File: config.mk
export PLATFORM = sky130hd
export DESIGN_NAME = fp32_fixup_unit
export DESIGN_NICKNAME = d
export VERILOG_FILES = /design/src/rtl/fixup_pkg.sv /design/src/rtl/fixup_classify.sv /design/src/rtl/fixup_respond.sv /design/src/rtl/fixup_flags.sv /design/src/rtl/fp32_fixup_unit.sv
export SDC_FILE = /design/constraint.sdc
export NUM_CORES = 1
export LEC_CHECK = 0
export ABC_AREA = 1
export BUFFER_PORTS_ARGS = -buffer_cell sky130_fd_sc_hd__buf_2
export CORE_MARGIN = 5
export CORE_UTILIZATION = 53
export DETAILED_ROUTE_END_ITERATION = 6
export PLACE_DENSITY = 0.87
export SYNTH_ARGS = -nofsm -noshare
export SYNTH_HDL_FRONTEND = slang
export SYNTH_HIERARCHICAL = 1
export SYNTH_SLANG_ARGS = --single-unit
export TNS_END_PERCENT = 100
File: constraint.sdc
create_clock -name clk -period 1.6 [get_ports clk]
set_input_delay 0.16 -clock clk [delete_from_list [all_inputs] [get_ports clk]]
set_output_delay 0.16 -clock clk [all_outputs]
set_load 0.05 [all_outputs]
File: src/rtl/fixup_pkg.sv
package fixup_pkg;
  localparam int WORD_W  = 32;
  localparam int CODE_W  = 4;
  localparam int N_CLASS = 8;
  localparam int CLS_W   = $clog2(N_CLASS);

  typedef enum logic [CLS_W-1:0] {
    CLS_QNAN = 3'd0, CLS_SNAN = 3'd1, CLS_ZERO = 3'd2, CLS_PONE = 3'd3,
    CLS_NINF = 3'd4, CLS_PINF = 3'd5, CLS_NEG  = 3'd6, CLS_POS  = 3'd7
  } cls_e;

  localparam logic [WORD_W-1:0] K_DEF_NAN = 32'hFFC0_0000;
  localparam logic [WORD_W-1:0] K_NINF    = 32'hFF80_0000;
  localparam logic [WORD_W-1:0] K_PINF    = 32'h7F80_0000;
  localparam logic [WORD_W-1:0] K_NZERO   = 32'h8000_0000;
  localparam logic [WORD_W-1:0] K_PZERO   = 32'h0000_0000;
  localparam logic [WORD_W-1:0] K_NONE    = 32'hBF80_0000;
  localparam logic [WORD_W-1:0] K_PONE    = 32'h3F80_0000;
  localparam logic [WORD_W-1:0] K_HALF    = 32'h3F00_0000;
  localparam logic [WORD_W-1:0] K_NINETY  = 32'h42B4_0000;
  localparam logic [WORD_W-1:0] K_HALFPI  = 32'h3FC9_0FDB;
  localparam logic [WORD_W-1:0] K_PMAX    = 32'h7F7F_FFFF;
  localparam logic [WORD_W-1:0] K_NMAX    = 32'hFF7F_FFFF;
endpackage

File: src/rtl/fixup_classify.sv
module fixup_classify
  import fixup_pkg::*;
(
  input  logic [WORD_W-1:0] src,
  input  logic              daz,
  output logic [WORD_W-1:0] eff_src,
  output cls_e              cls
);
  localparam int EXP_LSB = 23;
  localparam int EXP_W   = 8;
  localparam int QBIT    = EXP_LSB - 1;

  logic [EXP_W-1:0]   exp_f;
  logic [EXP_LSB-1:0] man_f;

  always_comb begin
    eff_src = (daz && (src[WORD_W-2:EXP_LSB] == '0)) ? K_PZERO : src;
    exp_f   = eff_src[WORD_W-2:EXP_LSB];
    man_f   = eff_src[EXP_LSB-1:0];
    if (&exp_f && (man_f != '0))
      cls = eff_src[QBIT] ? CLS_QNAN : CLS_SNAN;
    else if ((exp_f == '0) && (man_f == '0))
      cls = CLS_ZERO;
    else if (eff_src == K_PONE)
      cls = CLS_PONE;
    else if (&exp_f)
      cls = eff_src[WORD_W-1] ? CLS_NINF : CLS_PINF;
    else
      cls = eff_src[WORD_W-1] ? CLS_NEG : CLS_POS;
  end
endmodule

File: src/rtl/fixup_respond.sv
module fixup_respond
  import fixup_pkg::*;
(
  input  logic [WORD_W-1:0] prior,
  input  logic [WORD_W-1:0] eff_src,
  input  logic [WORD_W-1:0] table_w,
  input  cls_e              cls,
  output logic [CODE_W-1:0] act,
  output logic [WORD_W-1:0] result
);
  localparam int QBIT = 22;

  logic [CODE_W-1:0] codes [N_CLASS];

  for (genvar g = 0; g < N_CLASS; g++) begin : g_split
    assign codes[g] = table_w[g*CODE_W +: CODE_W];
  end

  assign act = codes[cls];

  always_comb begin
    unique case (act)
      4'd0:  result = prior;
      4'd1:  result = eff_src;
      4'd2:  begin
        result       = eff_src;
        result[QBIT] = 1'b1;
      end
      4'd3:  result = K_DEF_NAN;
      4'd4:  result = K_NINF;
      4'd5:  result = K_PINF;
      4'd6:  result = eff_src[WORD_W-1] ? K_NINF : K_PINF;
      4'd7:  result = K_NZERO;
      4'd8:  result = K_PZERO;
      4'd9:  result = K_NONE;
      4'd10: result = K_PONE;
      4'd11: result = K_HALF;
      4'd12: result = K_NINETY;
      4'd13: result = K_HALFPI;
      4'd14: result = K_PMAX;
      default: result = K_NMAX;
    endcase
  end
endmodule

File: src/rtl/fixup_flags.sv
module fixup_flags
  import fixup_pkg::*;
(
  input  cls_e       cls,
  input  logic [7:0] en,
  output logic       div0,
  output logic       inv
);
  always_comb begin
    div0 = 1'b0;
    inv  = 1'b0;
    unique case (cls)
      CLS_ZERO: begin div0 = en[0]; inv = en[1]; end
      CLS_PONE: begin div0 = en[2]; inv = en[3]; end
      CLS_SNAN: inv = en[4];
      CLS_NINF: inv = en[5];
      CLS_NEG:  inv = en[6];
      CLS_PINF: inv = en[7];
      default:  ;
    endcase
  end
endmodule

File: src/rtl/fp32_fixup_unit.sv
module fp32_fixup_unit
  import fixup_pkg::*;
(
  input  logic              clk,
  input  logic              rst_n,
  input  logic              in_valid,
  input  logic [WORD_W-1:0] prior_word,
  input  logic [WORD_W-1:0] src_word,
  input  logic [WORD_W-1:0] fix_table,
  input  logic [7:0]        flag_en,
  input  logic              daz,
  output logic              out_valid,
  output logic [WORD_W-1:0] out_word,
  output logic              out_div0,
  output logic              out_inv
);
  logic [WORD_W-1:0] eff_src, res_c, word_nxt;
  logic [CODE_W-1:0] act_c;
  cls_e              cls_c;
  logic              div0_c, inv_c, div0_nxt, inv_nxt;

  fixup_classify u_cls (.src(src_word), .daz(daz), .eff_src(eff_src), .cls(cls_c));

  fixup_respond u_rsp (.prior(prior_word), .eff_src(eff_src), .table_w(fix_table),
                       .cls(cls_c), .act(act_c), .result(res_c));

  fixup_flags u_flg (.cls(cls_c), .en(flag_en), .div0(div0_c), .inv(inv_c));

  always_comb begin
    word_nxt = out_word;
    div0_nxt = out_div0;
    inv_nxt  = out_inv;
    if (in_valid) begin
      word_nxt = res_c;
      div0_nxt = div0_c;
      inv_nxt  = inv_c;
    end
  end

  always_ff @(posedge clk or negedge rst_n) begin
    if (!rst_n) begin
      out_valid <= 1'b0;
      out_word  <= '0;
      out_div0  <= 1'b0;
      out_inv   <= 1'b0;
    end else begin
      out_valid <= in_valid;
      out_word  <= word_nxt;
      out_div0  <= div0_nxt;
      out_inv   <= inv_nxt;
    end
  end

  a_r1_valid_follows: assert property (@(posedge clk) disable iff (!rst_n)
    in_valid |=> out_valid);
  a_r1_idle_low: assert property (@(posedge clk) disable iff (!rst_n)
    !in_valid |=> !out_valid);
  a_r9_hold: assert property (@(posedge clk) disable iff (!rst_n)
    !in_valid |=> ($stable(out_word) && $stable(out_div0) && $stable(out_inv)));
  a_r4_keep_prior: assert property (@(posedge clk) disable iff (!rst_n)
    (in_valid && act_c == 4'd0) |=> (out_word == $past(prior_word)));
  a_r6_div0_gated: assert property (@(posedge clk) disable iff (!rst_n)
    (in_valid && !flag_en[0] && !flag_en[2]) |=> !out_div0);
endmodule

==> results of run 1 <==
layer usage:
| layer | track usage | vias up | part of all wire |
|---|---|---|---|
| met5 | 0 | - | 0 |
| met4 | 0.0781 | 0 | 0.043 |
| met3 | 0.0568 | 65 | 0.11 |
| met2 | 0.483 | 343 | 0.49 |
| met1 | 0.343 | 2085 | 0.36 |
| li1 | - | 2009 | - |
repair_timing:
item | CTS | global route
gates resized for setup | 59 | 79
buffers inserted | 9 | 2
endpoints found under the setup margin | 34 | 34
hold buffers | 1 | 0
pin swaps | 37 | 69
cloned | 4 | 2
hold endpoints to repair | 35 | 0
cells in the mapped netlist:
cell,number,area [µm²]
nand2_1,220,826
inv_1,73,274
nand3_1,44,220
nor2_1,42,158
nand2_2,39,244
dfrtp_1,35,876
nand3_2,21,210
o22ai_1,10,62.6
buf_6,8,90.1
buf_4,7,52.6
a21oi_1,6,30.0
clkbuf_1,6,22.5
nor2_2,4,25.0
nor2_4,4,45.0
buf_2,3,15.0
buf_8,3,45.0
nand4_1,3,18.8
buf_12,2,40.0
inv_2,2,7.51
inv_8,2,22.5
nor3_1,2,10.0
dlygate4sd1_1,1,8.76
dlygate4sd3_1,1,10.0
inv_4,1,6.26
nand2_4,1,11.3
nor4_1,1,6.26
o211ai_1,1,7.51
o21ai_0,1,5.00
o21ai_1,1,5.00
o22ai_2,1,12.5
flip-flops by register name (all words and copies together) (netlist names):
signal / cells
out_word: 32
out_inv: 1
out_div0: 1
out_valid: 1
power by group through the flow:
stage	Sequential, mW	Clock, mW	Combinational (mW)
after CTS	1.07	0.689	1.53
after global placement	1.08	0	1.42
after global routing	1.09	0.741	1.80
after floorplan	1.51	0	0.566
final	1.08	0.695	1.70
after detailed placement	1.09	0	1.44
critical path: cells and delay by family:
| family | cells | cell delay [ps] |
|---|---|---|
| buffers and inverters | 3 | 450 |
| AND/OR/NAND/NOR | 20 | 2220 |
| AO/OA/AOI/OAI | 1 | 220 |
cell families after synthesis:
| group | count (synthesis) | synth area share |
|---|---|---|
| AO/OA/AOI/OAI | 20 | 0.0364 |
| AND/OR/NAND/NOR | 381 | 0.527 |
| flip-flops | 35 | 0.260 |
| buffers and inverters | 109 | 0.177 |
per-stage QoR:
step / hold slack, ps / instance area [µm²] / setup TNS, ps
2_1_floorplan: -136 / 3490 / -27920
3_3_place_gp: 269 / 4430 / -43290
3_5_place_dp: 299 / 4430 / -47770
4_1_cts: 175 / 4900 / -28710
5_1_grt: 190 / 5260 / -41470
6_report: 173 / 5260 / -36950
worst min path at each step:
stage                   start  slack, ps      endpoint  cells after the start
4_1_cts        prior_word[21]        170  out_word[21]                      5
6_report       prior_word[26]        170  out_word[26]                      5
5_1_grt              in_valid        190     out_valid                      1
3_5_place_dp            rst_n        300   out_word[8]                      1
2_1_floorplan           rst_n       -140      out_div0                      0
3_3_place_gp            rst_n        270   out_word[7]                      1
cell type report:
type                            instances  area share
Clock inverter                          3     0.00452
Tap cell                               77      0.0183
Sequential cell                        35       0.167
Clock buffer                            5      0.0131
Timing Repair Buffer                  200       0.263
Timing Repair inverter                  1     0.00309
Multi-Input combinational cell        403       0.471
Inverter                               78      0.0604
==> impl_metrics.tcl, run 1 <==
set metrics [dict create \
    worst_pin_slew_ps 812 \
    critPathMaxStageDelay_ps 220 \
    cp_max_fo 8 \
    final_antenna_net_count 0 \
    cts_buffer_depth 2 \
    design.core.area_mm2 0.00628 \
    worst_hold_path_type "input pin to flip-flop" \
    crit_start "src_word[29]" \
    min_period_ps 2820 \
    violations "setup timing" \
    ys_types 30 \
    relSlewSlack 0.459 \
    finalHoldViolations 0 \
    avgSynthCellArea_um2 6.18 \
    die_w_um 89.7 \
    clkPwrFrac 0.200 \
    finalSetupViolCount 34 \
    finalCoreUtilization 0.838 \
    regArea_um2 876 \
    critPathKind "input pin to flip-flop" \
    cpMaxStageDelayCell "o22ai_1" \
    cts_tree "yes" \
    yosysWarnings 6 \
    dp_worst_setup_slack_ps -1510 \
    p_int_mw 1.89 \
    grt_use_total 0.277 \
    drt_iter0_drc 330 \
    synth-seq-cells 35 \
    ff2ff_path_depth 2 \
    yosysSeqAreaShare 0.260 \
    cp_data_arrival_time_ps 3050 \
    p_sw_mw 1.59 \
    cp.required_ps 1830 \
    start_kind "input pin" \
    grt_pass1_vias 4159 \
    overflow 0 \
    timing.fmax_mhz 355 \
    antenna_cells 0 \
    period_share 1.76 \
    cts.sinks 35 \
    finClkSkew_ps 0 \
    maxCapViolCount 0 \
    grt_setup_unrepaired "true" \
    netlist_area_mm2 0.00337 \
    gp_congestion 0.931 \
    slew_viol_final 0 \
    power.static_leakage_nw 3.12 \
    grt_max_degree 36 \
    num_vias 4502 \
    dr.pass1.iters 5 \
    peakVddDrop_uv 767 \
    clockRootBuffer "clkbuf_8" \
    dieArea_mm2 0.00805 \
    num_io_pins 143 \
    clk_pin_slew_ps 90 \
    multi_input_area_mm2 0.00248 \
    p_comb_frac 0.490 \
    crit_path_cell_trace "buf_6 -> nor2_4 -> nand3_4 -> o22ai_1 -> nand2_1 -> nor2_2 -> nand3_2 -> nand2_4 -> nand3_4 -> buf_6 -> nand2_8 -> nand2_2 -> nand3_2 -> nand2_1 -> nand2_1 -> nand2_2 -> nor2_4 -> nand2_2 -> nand2_4 -> clkbuf_16 -> nand2_1 -> nand2_1 -> nand2_1 -> nand2_1" \
    fin_total_pwr_mw 3.47 \
    antenna_found_initial 0 \
    fin_cells 802 \
    rows 29 \
    h-tree-depth 2 \
    cts_inserted_buffers 5 \
    crit_top_cell "nand2_1" \
    clock_latency_ps 300 \
    reg2reg_to "out_word[20]" \
    rr_startpoint "out_word[20]" \
    r2r_slack_ps 900 \
    post-dp-hpwl_um 7950 \
    grt_pass1_wl_um 18900 \
    area_delta_synth_final_pct 56.2 \
    p_sw_frac 0.457 \
    worstSetupEndpoint "out_word[20]" \
    fin_nets 832 \
    drc 0 \
    power_frac_seq 0.310 \
    routed_via_density 5.61 \
    final_cell_mix "nand2_1 (167), buf_2 (137), inv_1 (69)" \
    final_common_cell "nand2_1" \
    die_h_um 89.7 \
    cp-end-kind "flip-flop" \
    syn_nets 653 \
    initial_utilization 0.536 \
    drive_above_1_share 0.538 \
    powerDensity_mw_per_mm2 660 \
    fin_ws_ps -1220 \
    port_buffers 142 \
    status "finished, violations left" \
    syn_inst 545 \
    finalWirelength_um 13700 \
    fillerInstances 344 \
    placedCellCount 777 \
    wl_per_cell_um 17.1 \
]
Note: power is estimated with default switching activity, not from simulation.
==> run 2: changes to the inputs <==
--- a/config.mk
+++ b/config.mk
@@ -8,9 +8,9 @@
 export ABC_AREA = 1
 export BUFFER_PORTS_ARGS = -buffer_cell sky130_fd_sc_hd__buf_2
 export CORE_MARGIN = 5
-export CORE_UTILIZATION = 53
+export CORE_UTILIZATION = 35
 export DETAILED_ROUTE_END_ITERATION = 6
-export PLACE_DENSITY = 0.87
+export RECOVER_POWER = 50
 export SYNTH_ARGS = -nofsm -noshare
 export SYNTH_HDL_FRONTEND = slang
 export SYNTH_HIERARCHICAL = 1
==> run 2 against run 1 <==
Net effect:
- the flow still finishes with violations (setup timing)
- global-route usage decreased by 8.9 points
- register-to-register slack improved by 60 ps
- critical path depth stayed put
- core utilization is 30 points lower
- highest routed layer is now met5
- critical path type unchanged
==> impl_metrics.tcl, run 2 (synthesis gave the netlist of run 1 again) <==
set metrics [dict create \
    slew_viol_final 0 \
    finalSetupViolCount 34 \
    overflow 0 \
    die_h_um 108 \
    finalWirelength_um 11400 \
    start_kind "input pin" \
    powerDensity_mw_per_mm2 652 \
    clk_pin_slew_ps 70 \
    fin_total_pwr_mw 3.30 \
    fin_ws_ps -1020 \
    rr_startpoint "out_word[3]" \
    final_common_cell "nand2_1" \
    cts_tree "yes" \
    clockRootBuffer "clkbuf_8" \
    final_cell_mix "nand2_1 (195), buf_2 (137), inv_1 (70)" \
    worst_pin_slew_ps 570 \
    antenna_found_initial 1 \
    placedCellCount 832 \
    port_buffers 142 \
    relSlewSlack 0.620 \
    initial_utilization 0.361 \
    num_vias 3895 \
    gp_congestion 0.838 \
    fillerInstances 982 \
    cp-end-kind "flip-flop" \
    place_area_mm2 0.00450 \
    peakVddDrop_uv 406 \
    grt_max_degree 35 \
    routed_via_density 4.56 \
    min_period_ps 2620 \
    drive_above_1_share 0.476 \
    fin_nets 833 \
    cts_buffer_depth 2 \
    cp.required_ps 1830 \
    design_area_mm2 0.00506 \
    largest_reg_flops 32 \
    antenna_cells 0 \
    grt_setup_unrepaired "true" \
    setup_tns_ps -32340 \
    maxCapViolCount 0 \
    finalHoldViolations 0 \
    design.core.area_mm2 0.00933 \
    worst_hold_path_type "input pin to flip-flop" \
    largest_register "out_word" \
    final_antenna_net_count 0 \
    cp_max_fo 10 \
    wl_per_cell_um 13.3 \
    drt_iter0_drc 136 \
    worst_hold_slack_ps 169 \
    fin_cells 854 \
    grt_use_total 0.188 \
    violations "setup timing" \
    dieArea_mm2 0.0117 \
    power.static_leakage_nw 2.96 \
    die_w_um 108 \
    min_from "prior_word[20]" \
    critPathKind "input pin to flip-flop" \
    post-dp-hpwl_um 8500 \
    cp_data_arrival_time_ps 2850 \
    dr.pass1.iters 4 \
    h-tree-depth 2 \
    cts.sinks 35 \
    drc 0 \
    clock_latency_ps 290 \
    finClkSkew_ps 0 \
    crit_start "src_word[25]" \
    grt_pass1_wl_um 17600 \
    cts_inserted_buffers 5 \
    area_delta_synth_final_pct 50.3 \
    period_share 1.64 \
    grt_pass1_vias 3764 \
    timing.fmax_mhz 382 \
    num_io_pins 143 \
    status "finished, violations left" \
    rows 35 \
]
==> run 2: cell types whose count changed in the layout (fill, tap and decap cells not counted), moves of 3 or more <==
cell	previous run	this run
nand3_2	46	41
nand3_1	15	22
buf_4	37	40
o22ai_2	7	2
o22ai_1	4	9
nand2_2	67	52
nand2_4	25	12
nand2_1	167	195
==> run 2: area by class of cell <==
cell class / instances / area (µm²) / share of cell area
repair inverters: 1 / 11.3 / 0.00223
multi-input cells: 403 / 2250 / 0.444
flip-flops and latches: 35 / 876 / 0.173
inverters: 78 / 313 / 0.0618
clock buffers: 6 / 82.6 / 0.0163
well taps: 129 / 161 / 0.0319
repair buffers: 201 / 1360 / 0.269
clock inverters: 1 / 5.00 / 0.000989
==> run 2: where the power goes <==
group | switching [mW] | internal (mW)
Combinational | 1.03 | 0.535
Clock | 0.329 | 0.338
Sequential | 0.0675 | 1.00
Total | 1.42 | 1.88
==> run 2: per-layer routing <==
| metal | part of all wire | track usage |
|---|---|---|
| met1 | 0.43 | 0.246 |
| met2 | 0.47 | 0.310 |
| met3 | 0.078 | 0.0513 |
| met4 | 0.012 | 0.0415 |
| met5 | 0.00097 | 0 |
==> run 2: critical path, cell delays in order <==
cell     delay [ps]
buf_2           120
nor2_4          180
nand3_4         180
o22ai_1         170
nand2_1          80
nor2_2          150
nand3_2         130
nand2_4         110
nand3_4         120
buf_12          160
nand2_8          80
nand2_1          60
nand3_1         120
nand2_1          80
nand2_1          80
nand2_2          80
nor2_4          160
nand2_2          80
nand2_4         120
buf_12          150
nand2_2          50
nand3_2          70
nand2_1          50
nand2_1          80
==> run 2: final timing paths <==
kind | slack (ps) | cells past startpoint | end
min in group asynchronous | 400 | 2 | out_word[2]
max in group asynchronous | 600 | 3 | out_word[26]
max reg2reg | 960 | 2 | out_word[3]
min | 170 | 5 | out_word[20]
min reg2reg | 470 | 2 | out_word[12]
max | -1020 | 24 | out_word[23]
==> run 2: timing repair <==
action,4_1_cts,5_1_grt
cloned,4,1
hold buffers,1,0
endpoints found under the setup margin,34,34
resized for setup,45,28
endpoints found under the hold margin,23,0
pin swaps,13,22
setup buffers,9,1
==> run 2: through the flow <==
step                      setup slack [ps]  utilization
after detailed placement             -1470        0.483
after global routing                 -1240        0.542
after global placement               -1380        0.483
after floorplan                       -884            -
final                                -1020        0.542
after CTS                             -938        0.530
==> run 3: changes to the inputs <==
==> constraint.sdc (replaced) <==
create_clock -name clk -period 1.6 [get_ports clk]
set_input_delay 0.32 -clock clk [delete_from_list [all_inputs] [get_ports clk]]
set_output_delay 0.32 -clock clk [all_outputs]
set_load 0.05 [all_outputs]
==> run 3 against run 2 <==
Net effect:
- core utilization increased by 0.83 points
- largest power group unchanged
- via count increased by 0.85%
- maximum frequency decreased by 4.4%
- first-iteration DRC count increased by 12%
- register-to-register slack about the same
- the run still ends with setup timing left
- setup slack got worse by 120 ps
- power increased by 0.72%
- highest routed layer unchanged
- critical path depth decreased by 1
==> impl_metrics.tcl, run 3 (synthesis gave the netlist of run 1 again) <==
set metrics [dict create \
    grt_use_total 0.192 \
    peakVddDrop_uv 589 \
    dr_wl_met2_um 5490 \
    fin_cells 856 \
    violations "setup timing" \
    top_layer "met5" \
    status "finished, violations left" \
    relSlewSlack 0.698 \
    cts_tree "yes" \
    timing.fmax_mhz 365 \
    grt_pass1_vias 3916 \
    h-tree-depth 2 \
    antenna_cells 0 \
    finalSetupViolCount 34 \
    wl_per_cell_um 13.3 \
    clk_pin_slew_ps 80 \
    fin_nets 835 \
    antenna_found_initial 1 \
    power.static_leakage_nw 3.04 \
    slew_viol_final 0 \
    finalHoldViolations 0 \
    initial_utilization 0.361 \
    wl_met3_um 883 \
    cts_buffer_depth 2 \
    rows 35 \
    final_antenna_net_count 0 \
    powerDensity_mw_per_mm2 647 \
    finalWirelength_um 11400 \
    critPathKind "input pin to flip-flop" \
    largest_register "out_word" \
    grt_setup_unrepaired "true" \
    worst_pin_slew_ps 453 \
    clock_latency_ps 290 \
    routed_via_density 4.59 \
    largest_reg_flops 32 \
    worst_hold_slack_ps 336 \
    drc 0 \
    place_area_mm2 0.00456 \
    fin_ws_ps -1140 \
    dr.pass1.iters 4 \
    placedCellCount 836 \
    period_share 1.71 \
    design.core.area_mm2 0.00933 \
    drt_iter0_drc 152 \
    finClkSkew_ps 0 \
    min_period_ps 2740 \
    grt_max_degree 35 \
    cp_data_arrival_time_ps 2920 \
    clockRootBuffer "clkbuf_8" \
    num_vias 3928 \
    num_io_pins 143 \
    drive_above_1_share 0.503 \
    port_buffers 142 \
    final_common_cell "nand2_1" \
    cts_inserted_buffers 5 \
    met1_length_um 4870 \
    die_w_um 108 \
    gp_congestion 0.889 \
    cts.sinks 35 \
    cp-end-kind "flip-flop" \
    area_delta_synth_final_pct 52.6 \
    overflow 0 \
    cp.required_ps 1780 \
    final_cell_mix "nand2_1 (185), buf_2 (135), inv_1 (69)" \
    maxCapViolCount 0 \
    worst_hold_path_type "input pin to flip-flop" \
    die_h_um 108 \
    post-dp-hpwl_um 8720 \
    design_area_mm2 0.00514 \
    dieArea_mm2 0.0117 \
    fillerInstances 959 \
    grt_pass1_wl_um 18100 \
    cp_max_fo 8 \
    dp_worst_setup_slack_ps -1620 \
    start_kind "input pin" \
]
-- run 3: changes by cell type in the layout (fill, tap and decap cells not counted), sizes merged --
cell,delta
clkbuf,+2
-- run 3: repair_timing --
action	CTS	global route
pin swaps	50	34
resized for setup	75	29
endpoints found under the setup margin	34	34
buffers inserted	11	3
endpoints found under the hold margin	5	0
hold buffers	1	0
gates cloned	4	0
-- run 3: per-stage QoR --
stage / utilization / setup TNS (ps) / power [mW]
CTS: 0.544 / -34000 / 3.35
detailed placement: 0.489 / -51820 / 2.56
global placement: 0.489 / -47730 / 2.54
global route: 0.551 / -41670 / 3.52
finish: 0.551 / -35240 / 3.32
floorplan: - / -33330 / 2.08
-- run 3: critical path, cell delays in order --
cell and delay (ps):
buf_6 100, nor2_4 190, nand3_4 190, o21ai_2 190, nand2_1 90, nor2_2 140, nand3_2 110, nand2_4 110
nand3_4 110, buf_4 170, nand2_4 60, nand2_1 70, nand3_2 80, nand3_1 130, nand2_4 130, buf_6 100
nor2_1 40, nand2_1 80, nand2_2 90, nor2_4 230, nand3_2 100, nand2_1 70, nand2_1 50
-- run 3: worst paths after layout --
kind                         startpoint           end  slack [ps]  depth (start not counted)
hold reg to reg            out_word[27]  out_word[27]         470                          2
setup reg to reg           out_word[31]  out_word[31]         970                          2
min in group asynchronous         rst_n   out_word[8]         440                          2
hold / removal                 in_valid     out_valid         340                          1
setup / recovery           src_word[29]  out_word[25]       -1140                         23
max in group asynchronous         rst_n      out_div0         410                          3
-- run 3: layer usage --
metal | global-route usage | vias to the layer above
met5 | 0 | -
met4 | 0.0442 | 2
met3 | 0.0442 | 16
met2 | 0.328 | 114
met1 | 0.245 | 1777
li1 | - | 2019
-- run 3: area by class of cell --
type                    instances  area, µm²  area share
clock buffers                   6       82.6      0.0161
flip-flops and latches         35        876       0.170
well taps                     129        161      0.0314
inverters                      78        315      0.0614
repair buffers                203       1360       0.265
multi-input cells             403       2330       0.453
clock inverters                 1       5.00    0.000974
repair inverters                1       8.76     0.00170
-- run 3: report_power, final --
part | internal (mW) | switching, mW | total (mW)
clock network | 0.338 | 0.333 | 0.672
registers | 1.00 | 0.0690 | 1.07
logic | 0.542 | 1.04 | 1.58
total | 1.88 | 1.44 | 3.32
